$ cat src/rtl/spi_rm_pkg.sv
package spi_rm_pkg;

  // Register byte offsets
  localparam int OFF_CTRL   = 'h00;
  localparam int OFF_CFG    = 'h04;
  localparam int OFF_DOUT   = 'h08;
  localparam int OFF_DIN    = 'h0C;
  localparam int OFF_CAUSE  = 'h10;
  localparam int OFF_TIMING = 'h18;

  // Field positions
  localparam int CTRL_ASSERT = 0;
  localparam int CTRL_IDX_LO = 2;
  localparam int CFG_WIDE    = 5;
  localparam int CFG_CPOL    = 11;
  localparam int CFG_CPHA    = 12;
  localparam int CFG_TXLSB   = 13;
  localparam int CFG_RXLSB   = 14;
  localparam int TIM_DLY_LO  = 6;
  localparam int CAUSE_DONE  = 0;
  localparam int CAUSE_BUSY  = 1;

  localparam int DLY_W   = 2;
  localparam int MAX_DLY = (1 << DLY_W) - 1;

  typedef struct packed {
    logic             cpol;
    logic             cpha;
    logic             tx_lsb;
    logic             rx_lsb;
    logic             wide;
    logic [DLY_W-1:0] dly;
  } xfer_cfg_t;

endpackage

$ cat src/rtl/spi_rm_regs.sv
module spi_rm_regs
  import spi_rm_pkg::*;
#(
  parameter int ADDR_W   = 5,
  parameter int DATA_W   = 32,
  parameter int WORD_W   = 16,
  parameter int CS_IDX_W = 3
) (
  input  logic                clk,
  input  logic                rst_n,
  input  logic                wr_en,
  input  logic [ADDR_W-1:0]   addr,
  input  logic [DATA_W-1:0]   wdata,
  output logic [DATA_W-1:0]   rdata,
  input  logic                busy,
  input  logic                done_evt,
  input  logic [WORD_W-1:0]   rx_word,
  output xfer_cfg_t           cfg,
  output logic [CS_IDX_W-1:0] cs_idx,
  output logic                cs_act,
  output logic [WORD_W-1:0]   tx_word,
  output logic [WORD_W-1:0]   din_word,
  output logic                done_flag,
  output logic                start,
  output logic                dout_wr
);

  localparam logic [ADDR_W-1:0] A_CTRL   = ADDR_W'(OFF_CTRL);
  localparam logic [ADDR_W-1:0] A_CFG    = ADDR_W'(OFF_CFG);
  localparam logic [ADDR_W-1:0] A_DOUT   = ADDR_W'(OFF_DOUT);
  localparam logic [ADDR_W-1:0] A_DIN    = ADDR_W'(OFF_DIN);
  localparam logic [ADDR_W-1:0] A_CAUSE  = ADDR_W'(OFF_CAUSE);
  localparam logic [ADDR_W-1:0] A_TIMING = ADDR_W'(OFF_TIMING);

  xfer_cfg_t           cfg_q;
  logic [CS_IDX_W-1:0] idx_q;
  logic                act_q;
  logic [WORD_W-1:0]   tx_q;
  logic [WORD_W-1:0]   din_q;
  logic                done_q;

  wire ctrl_wr   = wr_en && (addr == A_CTRL);
  wire cfg_wr    = wr_en && (addr == A_CFG);
  wire tim_wr    = wr_en && (addr == A_TIMING);
  wire cause_wr  = wr_en && (addr == A_CAUSE);
  wire cause_clr = cause_wr && !wdata[CAUSE_DONE];

  assign dout_wr = wr_en && (addr == A_DOUT);
  assign start   = dout_wr && !busy;

  logic unused_wdata_hi;
  assign unused_wdata_hi = ^wdata[DATA_W-1:WORD_W];

  always_ff @(posedge clk or negedge rst_n) begin
    if (!rst_n) begin
      cfg_q  <= '{cpol: 1'b0, cpha: 1'b0, tx_lsb: 1'b0, rx_lsb: 1'b0,
                  wide: 1'b0, dly: DLY_W'(1)};
      idx_q  <= '0;
      act_q  <= 1'b0;
      tx_q   <= '0;
      din_q  <= '0;
      done_q <= 1'b0;
    end else begin
      if (ctrl_wr) begin
        act_q <= wdata[CTRL_ASSERT];
        idx_q <= wdata[CTRL_IDX_LO +: CS_IDX_W];
      end
      if (cfg_wr) begin
        cfg_q.cpol   <= wdata[CFG_CPOL];
        cfg_q.cpha   <= wdata[CFG_CPHA];
        cfg_q.tx_lsb <= wdata[CFG_TXLSB];
        cfg_q.rx_lsb <= wdata[CFG_RXLSB];
        cfg_q.wide   <= wdata[CFG_WIDE];
      end
      if (tim_wr) cfg_q.dly <= wdata[TIM_DLY_LO +: DLY_W];
      if (start)  tx_q <= wdata[WORD_W-1:0];
      if (done_evt) begin
        din_q  <= rx_word;
        done_q <= 1'b1;
      end else if (cause_clr) begin
        done_q <= 1'b0;
      end
    end
  end

  always_comb begin
    rdata = '0;
    case (addr)
      A_CTRL: begin
        rdata[CTRL_ASSERT]              = act_q;
        rdata[CTRL_IDX_LO +: CS_IDX_W]  = idx_q;
      end
      A_CFG: begin
        rdata[CFG_CPOL]  = cfg_q.cpol;
        rdata[CFG_CPHA]  = cfg_q.cpha;
        rdata[CFG_TXLSB] = cfg_q.tx_lsb;
        rdata[CFG_RXLSB] = cfg_q.rx_lsb;
        rdata[CFG_WIDE]  = cfg_q.wide;
      end
      A_DOUT:   rdata = DATA_W'(tx_q);
      A_DIN:    rdata = DATA_W'(din_q);
      A_CAUSE: begin
        rdata[CAUSE_DONE] = done_q;
        rdata[CAUSE_BUSY] = busy;
      end
      A_TIMING: rdata[TIM_DLY_LO +: DLY_W] = cfg_q.dly;
      default:  rdata = '0;
    endcase
  end

  assign cfg       = cfg_q;
  assign cs_idx    = idx_q;
  assign cs_act    = act_q;
  assign tx_word   = tx_q;
  assign din_word  = din_q;
  assign done_flag = done_q;

endmodule

$ cat src/rtl/spi_rm_shift.sv
module spi_rm_shift
  import spi_rm_pkg::*;
#(
  parameter int WORD_W = 16
) (
  input  logic              clk,
  input  logic              rst_n,
  input  logic              start,
  input  xfer_cfg_t         cfg_in,
  input  logic [WORD_W-1:0] tx_in,
  input  logic              tick,
  input  logic              miso,
  output logic              busy,
  output logic              sclk_run,
  output logic              mosi,
  output logic              done_evt,
  output logic [WORD_W-1:0] rx_word
);

  localparam int IDX_W = $clog2(WORD_W);
  localparam int HC_W  = IDX_W + 1;

  // Number of bits in the current word
  function automatic logic [IDX_W:0] word_len(input logic wide);
    return wide ? (IDX_W+1)'(WORD_W) : (IDX_W+1)'(WORD_W / 2);
  endfunction

  // Position in the word of serial bit number idx
  function automatic logic [IDX_W-1:0] bit_pos(input logic [IDX_W-1:0] idx,
                                               input logic lsb,
                                               input logic [IDX_W:0] len);
    logic [IDX_W:0] t;
    t = len - 1'b1 - {1'b0, idx};
    return lsb ? idx : t[IDX_W-1:0];
  endfunction

  // MISO value from d cycles before now
  function automatic logic pick_delayed(input logic now_v,
                                        input logic [MAX_DLY-1:0] hist,
                                        input logic [DLY_W-1:0] d);
    logic [DLY_W-1:0] k;
    k = d - 1'b1;
    return (d == '0) ? now_v : hist[k];
  endfunction

  xfer_cfg_t          cfg_q;
  logic               busy_q;
  logic               sclk_q;
  logic [HC_W-1:0]    half_q;
  logic [IDX_W-1:0]   obit_q;
  logic [WORD_W-1:0]  tx_q;
  logic [WORD_W-1:0]  rx_q;
  logic [WORD_W-1:0]  rx_next;
  logic [MAX_DLY-1:0] hist_q;
  logic [HC_W:0]      last_half;
  logic [IDX_W:0]     len;

  assign len       = word_len(cfg_q.wide);
  assign last_half = {len, 1'b0} - 1'b1;

  wire              step      = busy_q && tick;
  wire              leading   = !half_q[0];
  wire              samp_evt  = step && (half_q[0] == cfg_q.cpha);
  wire              last_step = step && (half_q == last_half[HC_W-1:0]);
  wire [IDX_W-1:0]  samp_k    = half_q[HC_W-1:1];
  wire              miso_s    = pick_delayed(miso, hist_q, cfg_q.dly);
  wire              adv_out   = cfg_q.cpha ? (leading && (half_q != '0)) : !leading;

  always_comb begin
    rx_next = rx_q;
    if (samp_evt) rx_next[bit_pos(samp_k, cfg_q.rx_lsb, len)] = miso_s;
  end

  always_ff @(posedge clk or negedge rst_n) begin
    if (!rst_n) begin
      cfg_q  <= '0;
      busy_q <= 1'b0;
      sclk_q <= 1'b0;
      half_q <= '0;
      obit_q <= '0;
      tx_q   <= '0;
      rx_q   <= '0;
      hist_q <= '0;
    end else begin
      hist_q <= {hist_q[MAX_DLY-2:0], miso};
      if (start) begin
        cfg_q  <= cfg_in;
        busy_q <= 1'b1;
        sclk_q <= cfg_in.cpol;
        half_q <= '0;
        obit_q <= '0;
        tx_q   <= tx_in;
        rx_q   <= '0;
      end else if (step) begin
        half_q <= half_q + 1'b1;
        rx_q   <= rx_next;
        if (last_step) begin
          busy_q <= 1'b0;
          sclk_q <= cfg_q.cpol;
        end else begin
          sclk_q <= !sclk_q;
          if (adv_out) obit_q <= obit_q + 1'b1;
        end
      end
    end
  end

  assign busy     = busy_q;
  assign sclk_run = sclk_q;
  assign mosi     = busy_q && tx_q[bit_pos(obit_q, cfg_q.tx_lsb, len)];
  assign done_evt = last_step;
  assign rx_word  = rx_next;

endmodule

$ cat src/rtl/spi_rm_csdec.sv
module spi_rm_csdec #(
  parameter int NUM_CS   = 8,
  parameter int CS_IDX_W = 3
) (
  input  logic [CS_IDX_W-1:0] idx,
  input  logic                act,
  output logic [NUM_CS-1:0]   cs_n
);

  for (genvar i = 0; i < NUM_CS; i++) begin : g_line
    assign cs_n[i] = !(act && (idx == CS_IDX_W'(i)));
  end

endmodule

$ cat src/rtl/spi_regbus_master.sv
module spi_regbus_master
  import spi_rm_pkg::*;
#(
  parameter int ADDR_W = 5,
  parameter int DATA_W = 32,
  parameter int WORD_W = 16,
  parameter int NUM_CS = 8
) (
  input  logic              clk,
  input  logic              rst_n,
  input  logic              bus_wr,
  input  logic [ADDR_W-1:0] bus_addr,
  input  logic [DATA_W-1:0] bus_wdata,
  output logic [DATA_W-1:0] bus_rdata,
  input  logic              bit_tick,
  input  logic              miso,
  output logic              sclk,
  output logic              mosi,
  output logic [NUM_CS-1:0] cs_n
);

  localparam int CS_IDX_W = $clog2(NUM_CS);

  xfer_cfg_t           cfg_live;
  logic [CS_IDX_W-1:0] cs_idx;
  logic                cs_act;
  logic [WORD_W-1:0]   tx_word;
  logic [WORD_W-1:0]   din_word;
  logic [WORD_W-1:0]   rx_word;
  logic                done_flag;
  logic                start;
  logic                dout_wr;
  logic                xfer_busy;
  logic                done_evt;
  logic                sclk_run;

  spi_rm_regs #(
    .ADDR_W(ADDR_W), .DATA_W(DATA_W), .WORD_W(WORD_W), .CS_IDX_W(CS_IDX_W)
  ) u_regs (
    .clk(clk), .rst_n(rst_n), .wr_en(bus_wr), .addr(bus_addr),
    .wdata(bus_wdata), .rdata(bus_rdata), .busy(xfer_busy),
    .done_evt(done_evt), .rx_word(rx_word), .cfg(cfg_live),
    .cs_idx(cs_idx), .cs_act(cs_act), .tx_word(tx_word),
    .din_word(din_word), .done_flag(done_flag), .start(start),
    .dout_wr(dout_wr)
  );

  spi_rm_shift #(.WORD_W(WORD_W)) u_shift (
    .clk(clk), .rst_n(rst_n), .start(start), .cfg_in(cfg_live),
    .tx_in(bus_wdata[WORD_W-1:0]), .tick(bit_tick), .miso(miso),
    .busy(xfer_busy), .sclk_run(sclk_run), .mosi(mosi),
    .done_evt(done_evt), .rx_word(rx_word)
  );

  spi_rm_csdec #(.NUM_CS(NUM_CS), .CS_IDX_W(CS_IDX_W)) u_csdec (
    .idx(cs_idx), .act(cs_act), .cs_n(cs_n)
  );

  assign sclk = xfer_busy ? sclk_run : cfg_live.cpol;

endmodule

$ cat config.mk
export PLATFORM = sky130hd
export DESIGN_NAME = spi_regbus_master
export DESIGN_NICKNAME = d
export VERILOG_FILES = /design/src/rtl/spi_rm_pkg.sv /design/src/rtl/spi_rm_regs.sv /design/src/rtl/spi_rm_shift.sv /design/src/rtl/spi_rm_csdec.sv /design/src/rtl/spi_regbus_master.sv
export SDC_FILE = /design/constraint.sdc
export NUM_CORES = 1
export LEC_CHECK = 0
export BUFFER_PORTS_ARGS = -buffer_cell sky130_fd_sc_hd__buf_2
export CORE_ASPECT_RATIO = 0.5
export CORE_UTILIZATION = 60
export DETAILED_ROUTE_END_ITERATION = 8
export PLACE_DENSITY = 0.91
export SLEW_MARGIN = 25
export SYNTH_ARGS = -nofsm -noshare
export SYNTH_HDL_FRONTEND = slang
export SYNTH_SLANG_ARGS = --single-unit
$ cat constraint.sdc
create_clock -name clk -period 5.6 [get_ports clk]
set_input_delay 0.56 -clock clk [delete_from_list [all_inputs] [get_ports clk]]
set_output_delay 0.56 -clock clk [all_outputs]
set_load 0.03 [all_outputs]
After elaboration in Yosys (flattened, before gate mapping)
Cells that the tools add are included.
- memory bits (writable): 0
- memories: 0
- flip-flop bits (word level): 81
- word-level logic and storage cells: 130
- ROM bits: 0
- input bits: 42
- bits in latches: 0
- eq/ne operators: 15
- add/sub/neg operators: 7
- shift operators: 0
- multipliers: 0
- reductions and logical operators: 43
- muxes and demuxes: 38
- order comparisons: 4
- divide/modulo/power cells: 0
- bitwise logic cells: 0
- operators by type and width (cell ; count):
    $mux W16 ; 3
    $mux W4 ; 7
    $logic_and A1 B1 Y1 ; 21
    $bwmux W16 ; 1
    $mux W1 ; 14
    $eq A3 B3 Y1 const B ; 4
    $logic_not A1 Y1 ; 12
    $pmux W4 S3 ; 1
    $eq A5 B4 Y1 const B ; 2
    $eq A5 B5 Y1 const B ; 2
    $lt A4 B5 Y1 const B ; 2
    $mux W5 ; 2
    $pmux W3 S3 ; 1
    $reduce_bool A2 Y1 ; 4
    $sub A4 B4 Y4 ; 2
    $eq A3 B2 Y1 const B ; 2
    $pmux W1 S3 ; 2
    $pmux W2 S3 ; 1
    $pmux W3 S2 ; 1
    $add A5 B1 Y5 const B ; 1
    $eq A5 B3 Y1 const B ; 1
    $eq A5 B5 Y1 ; 1
    $logic_not A5 Y1 ; 1
    $reduce_bool A5 Y1 ; 1
    18 further kinds ; 18

Longest topological paths before layout
- word-level depth: 12
- mapped depth: 8
- gate-level depth less buffers: 7

Modules after synthesis
A second synthesis with hierarchy kept.
- cells, all modules: 469
- area, all modules: 5318.9 µm²
- by module, submodules not included (module ; area each (µm²) ; sequential area each (µm²) ; times used ; cells an instance):
    spi_rm_shift ; 2951.6 ; 1326.3 ; 1 ; 287
    spi_rm_regs ; 2275.9 ; 1102.3 ; 1 ; 173
    spi_rm_csdec ; 76.3 ; 0.0 ; 1 ; 8
    spi_regbus_master ; 15.0 ; 0.0 ; 1 ; 1

Worst setup path before layout
Ideal clock, no wire load.
- path type: input to output
- start point: in bus_addr[4]
- end point: out bus_rdata[10]
- required time: 5.040 ns
- buffers on the path: 1
- stages: 4
- setup slack: 3.148 ns
- data arrival time: 1.892 ns
- cell sequence: or3b_1 -> nor3_2 -> buf_2 -> a22o_1
- longest elaborated chain between the ends: 2
- elaborated cells on any way between the ends: 3
- ends and longest elaborated chain (what ; line ; source):
    start: declaration ; spi_regbus_master.sv:12 ; input logic [ADDR_W-1:0] bus_addr,
    $eq A5 B4 Y1 ; spi_rm_regs.sv:88 ; case (addr)
    $pmux W3 S2 (*) ; spi_rm_regs.sv:88 ;
    end: declaration ; spi_regbus_master.sv:14 ; output logic [DATA_W-1:0] bus_rdata,
Every way passes the cells marked *; elsewhere a longest branch is shown, timed or not.

Worst setup path after layout
- start point: reg u_shift.obit_q[1]
- end point: out mosi
- longest elaborated chain between the ends: 5
- ends and longest elaborated chain (what ; line ; source):
    start: declaration ; spi_rm_shift.sv:50 ; logic [IDX_W-1:0] obit_q;
    start signal: assignment ; spi_rm_shift.sv:102 ; if (adv_out) obit_q <= obit_q + 1'b1;
    $sub A4 B4 Y4 ; spi_rm_shift.sv:33 ; t = len - 1'b1 - {1'b0, idx};
    $mux W4 (*) ; spi_rm_shift.sv:34 ; return lsb ? idx : t[IDX_W-1:0];
    $bmux W1 S4 (*) ; spi_rm_shift.sv:110 ; assign mosi = busy_q && tx_q[bit_pos(obit_q, cfg_q.tx_lsb, len)];
    $mux W1 (implied by the code) (*) ; spi_rm_shift.sv:110 ;
    $logic_and A1 B1 Y1 (*) ; spi_rm_shift.sv:110 ;
    end: declaration ; spi_regbus_master.sv:18 ; output logic mosi,
Every way passes the cells marked *; elsewhere a longest branch is shown, timed or not. The select of a mux whose other input is x is not followed.

==> flow_summary.toml <==
[final_layout]
areaGrowthSynthToFinish_pct = 13.03
final_area_um2 = 5016
antennaDiodeCount = 0
finalNetCount = 558
drive_gt1_frac = 0.2147

[clock_network]
cts_hold_buf = 0
cts_tree = "built"
htreeDepth = 3
numCtsBuffers = 9
cts_sinks = 81
clockBufferDepth = 2
cts_resized = 0
cts_setup_buffers = 0
clk_latency_ns = 0.35
clockRootBuffer = "clkbuf_16"
clk_pin_slew_ns = 0.06

[logic_synthesis]
synth_area_um2 = 4438
synth_top_flop_cell = "dfrtp_1"
synth.area.top_cells = "dfrtp_1, nand2_1, mux2_2, o21ai_0, mux2i_1"
synth_common_cells = "nand2_1, dfrtp_1, o21ai_0, mux2_2, a21oi_1"
avgSynthCellArea_um2 = 9.403
synth_warnings = 0
async_flop_share = 1.000
synth-seq-area-share = 0.4570
netlist.area_leader.share = 0.4511
netlist-cell-type-count = 61
synth_seq_cells = 81
synth.most_common_cell = "nand2_1"
postSynthCellCount = 472
post-synth-top-area-cell = "dfrtp_1"
synth_edf_count = 0

[drt]
ant_nets = 0
drtIter0Drc = 561
wl_um = 11580
via_per_inst = 6.350
drtPass1Iterations = 8
wire_per_inst_um = 19.01
via_count = 3867
drc = 0

[worst_setup_path]
cpPeakStageDelay_ns = 0.70
reg2reg_depth = 6
critPathRequiredTime_ns = 5.04
slowest_stage = "dfrtp_1"
r2r_slack_ns = 3.21
start_kind = "register"
worstPathMaxFanout = 16
reg2reg_from = "u_shift.busy$_DFFE_PN0P_"
critical_path_class = "register to output pin"
cp_top_family = "flip-flops"
r2r-end = "u_shift.rx_q[4]$_DFFE_PN0P_"
arrival_ns = 2.44
cp.buffers_inverters = 1
endpoint_kind = "output pin"
crit_chain = "mux2i_1 > a221oi_1 > a21oi_1 > or3_1 > o221ai_1 > buf_2"

[die]
start_util = 0.6422
fp.dieH_um = 62.82
dieArea_um2 = 7766
die_w_um = 123.6
coreArea_um2 = 6910
rows = 21
pin_count = 84

[placement]
dpl_cell_area_um2 = 4658
post-place-ws_ns = 2.350
hpwlAfterDp_um = 7148
numPortBuffers = 51
globalplace.congestion = 0.9111

[global_routing]
grt_pass1_vias = 3669
grtUsageTotal = 0.3187
grt_max_degree = 82
grt_pass1_wl_um = 18600
antenna_found_initial = 0
overflow = 0

[timing]
rsz0062_at_grt = "no"
fin_crit_ns = 2.999
slew_violations = 0
setup_ws_ns = 2.601
fmax_ghz = 0.3335
whs_ns = 0.2451
relSlewSlack = 0.4040
fin_tns_setup_ns = 0
finClkSkew_ns = 0.007740
worst_pin_slew_ns = 0.8907
setup_viol = 0
fin_crit_sh = 0.5355
final-hold-violation-count = 0

[run_status]
outcome = "completed"

[hold_path]
hp-class = "input port to async pin"

[run]
cap_violations = 0

[power]
p_per_area_nw_per_um2 = 451.1
power_leakage_nw = 2.439
vdd.ir_drop.worst_v = 0.0002388
## worst max path at each step
stage | start | end | slack [ns] | cells past startpoint
floorplan | bus_addr[4] | bus_rdata[10] | 3.15 | 4
global placement | bus_addr[4] | u_shift.rx_q[5]$_DFFE_PN0P_ | 2.44 | 6
detailed placement | bus_addr[3] | u_shift.rx_q[5]$_DFFE_PN0P_ | 2.35 | 6
CTS | bus_addr[3] | bus_rdata[13] | 2.41 | 6
global route | u_shift.obit_q[1]$_DFFE_PN0P_ | mosi | 2.47 | 6
finish | u_shift.obit_q[1]$_DFFE_PN0P_ | mosi | 2.60 | 6
## layer usage
| layer | track usage | part of all wire | vias to the layer above |
|---|---|---|---|
| li1 | - | - | 1709 |
| met1 | 0.4147 | 0.38 | 1830 |
| met2 | 0.4958 | 0.46 | 268 |
| met3 | 0.09489 | 0.12 | 60 |
| met4 | 0.1325 | 0.035 | 0 |
| met5 | 0 | 0 | - |
## area by class of cell
cell class | count | area (um^2)
Multi-Input combinational cell | 355 | 2206
Tap cell | 92 | 115.1
Timing Repair Buffer | 53 | 276.5
Sequential cell | 81 | 2028
Fill cell | 437 | 1894
Inverter | 12 | 45.04
Clock inverter | 5 | 102.6
Clock buffer | 11 | 242.7
## cell usage in the layout, fill, tap and decap left out, drive strengths merged, types with 6 or more instances in the layout
cell type  synthesis  final
dfrtp             80     80
conb               1     16
a22oi              8      8
inv               12     12
nand2b             9      9
clkbuf             7     11
a21oi             23     23
a22o               6      6
nand3             14     14
nand3b             6      6
mux2i             13     13
o21ai             38     38
nor2b              9      9
nand2            108    108
mux2              24     24
nor2              16     16
buf               32     53
## cells by family (layout without fill, tap and decap cells)
group	Yosys count	after routing	synth area share
other cells	1	16	0.0008450
fa+ha+maj	4	4	0.01128
mux	37	37	0.09106
xor+xnor	6	6	0.01354
buf+inv	51	81	0.06174
compound gates	109	109	0.1678
simple gates	183	183	0.1968
flops	81	81	0.4570
## power by group
part | internal [W] | switching (W) | total (W)
logic | 0.000256 | 0.000400 | 0.000655
registers | 0.000720 | 0.000204 | 0.000924
clock network | 0.000447 | 0.000237 | 0.000683
## per-stage QoR
step	utilization	std cells	power (W)
detailed placement	0.6741	593	0.001540
global placement	0.6741	593	0.001504
global route	0.7259	609	0.002369
CTS	0.7241	609	0.002241
finish	0.7259	609	0.002263
floorplan	-	487	0.001388
## flip-flops by register name, indices dropped and copies added (netlist names)
signal and cells:
u_shift.tx_q 16, u_shift.rx_q 16, u_regs.cs_idx 3, u_shift.half_q 5
u_shift.cfg_q 7, u_regs.cfg 7, u_shift.obit_q 4, u_shift.busy 1
u_regs.din_word 16, u_regs.cs_act 1, u_shift.sclk_run 1, u_regs.done_flag 1
u_shift.hist_q 3
No activity file was read; power rests on OpenSTA's default activity.
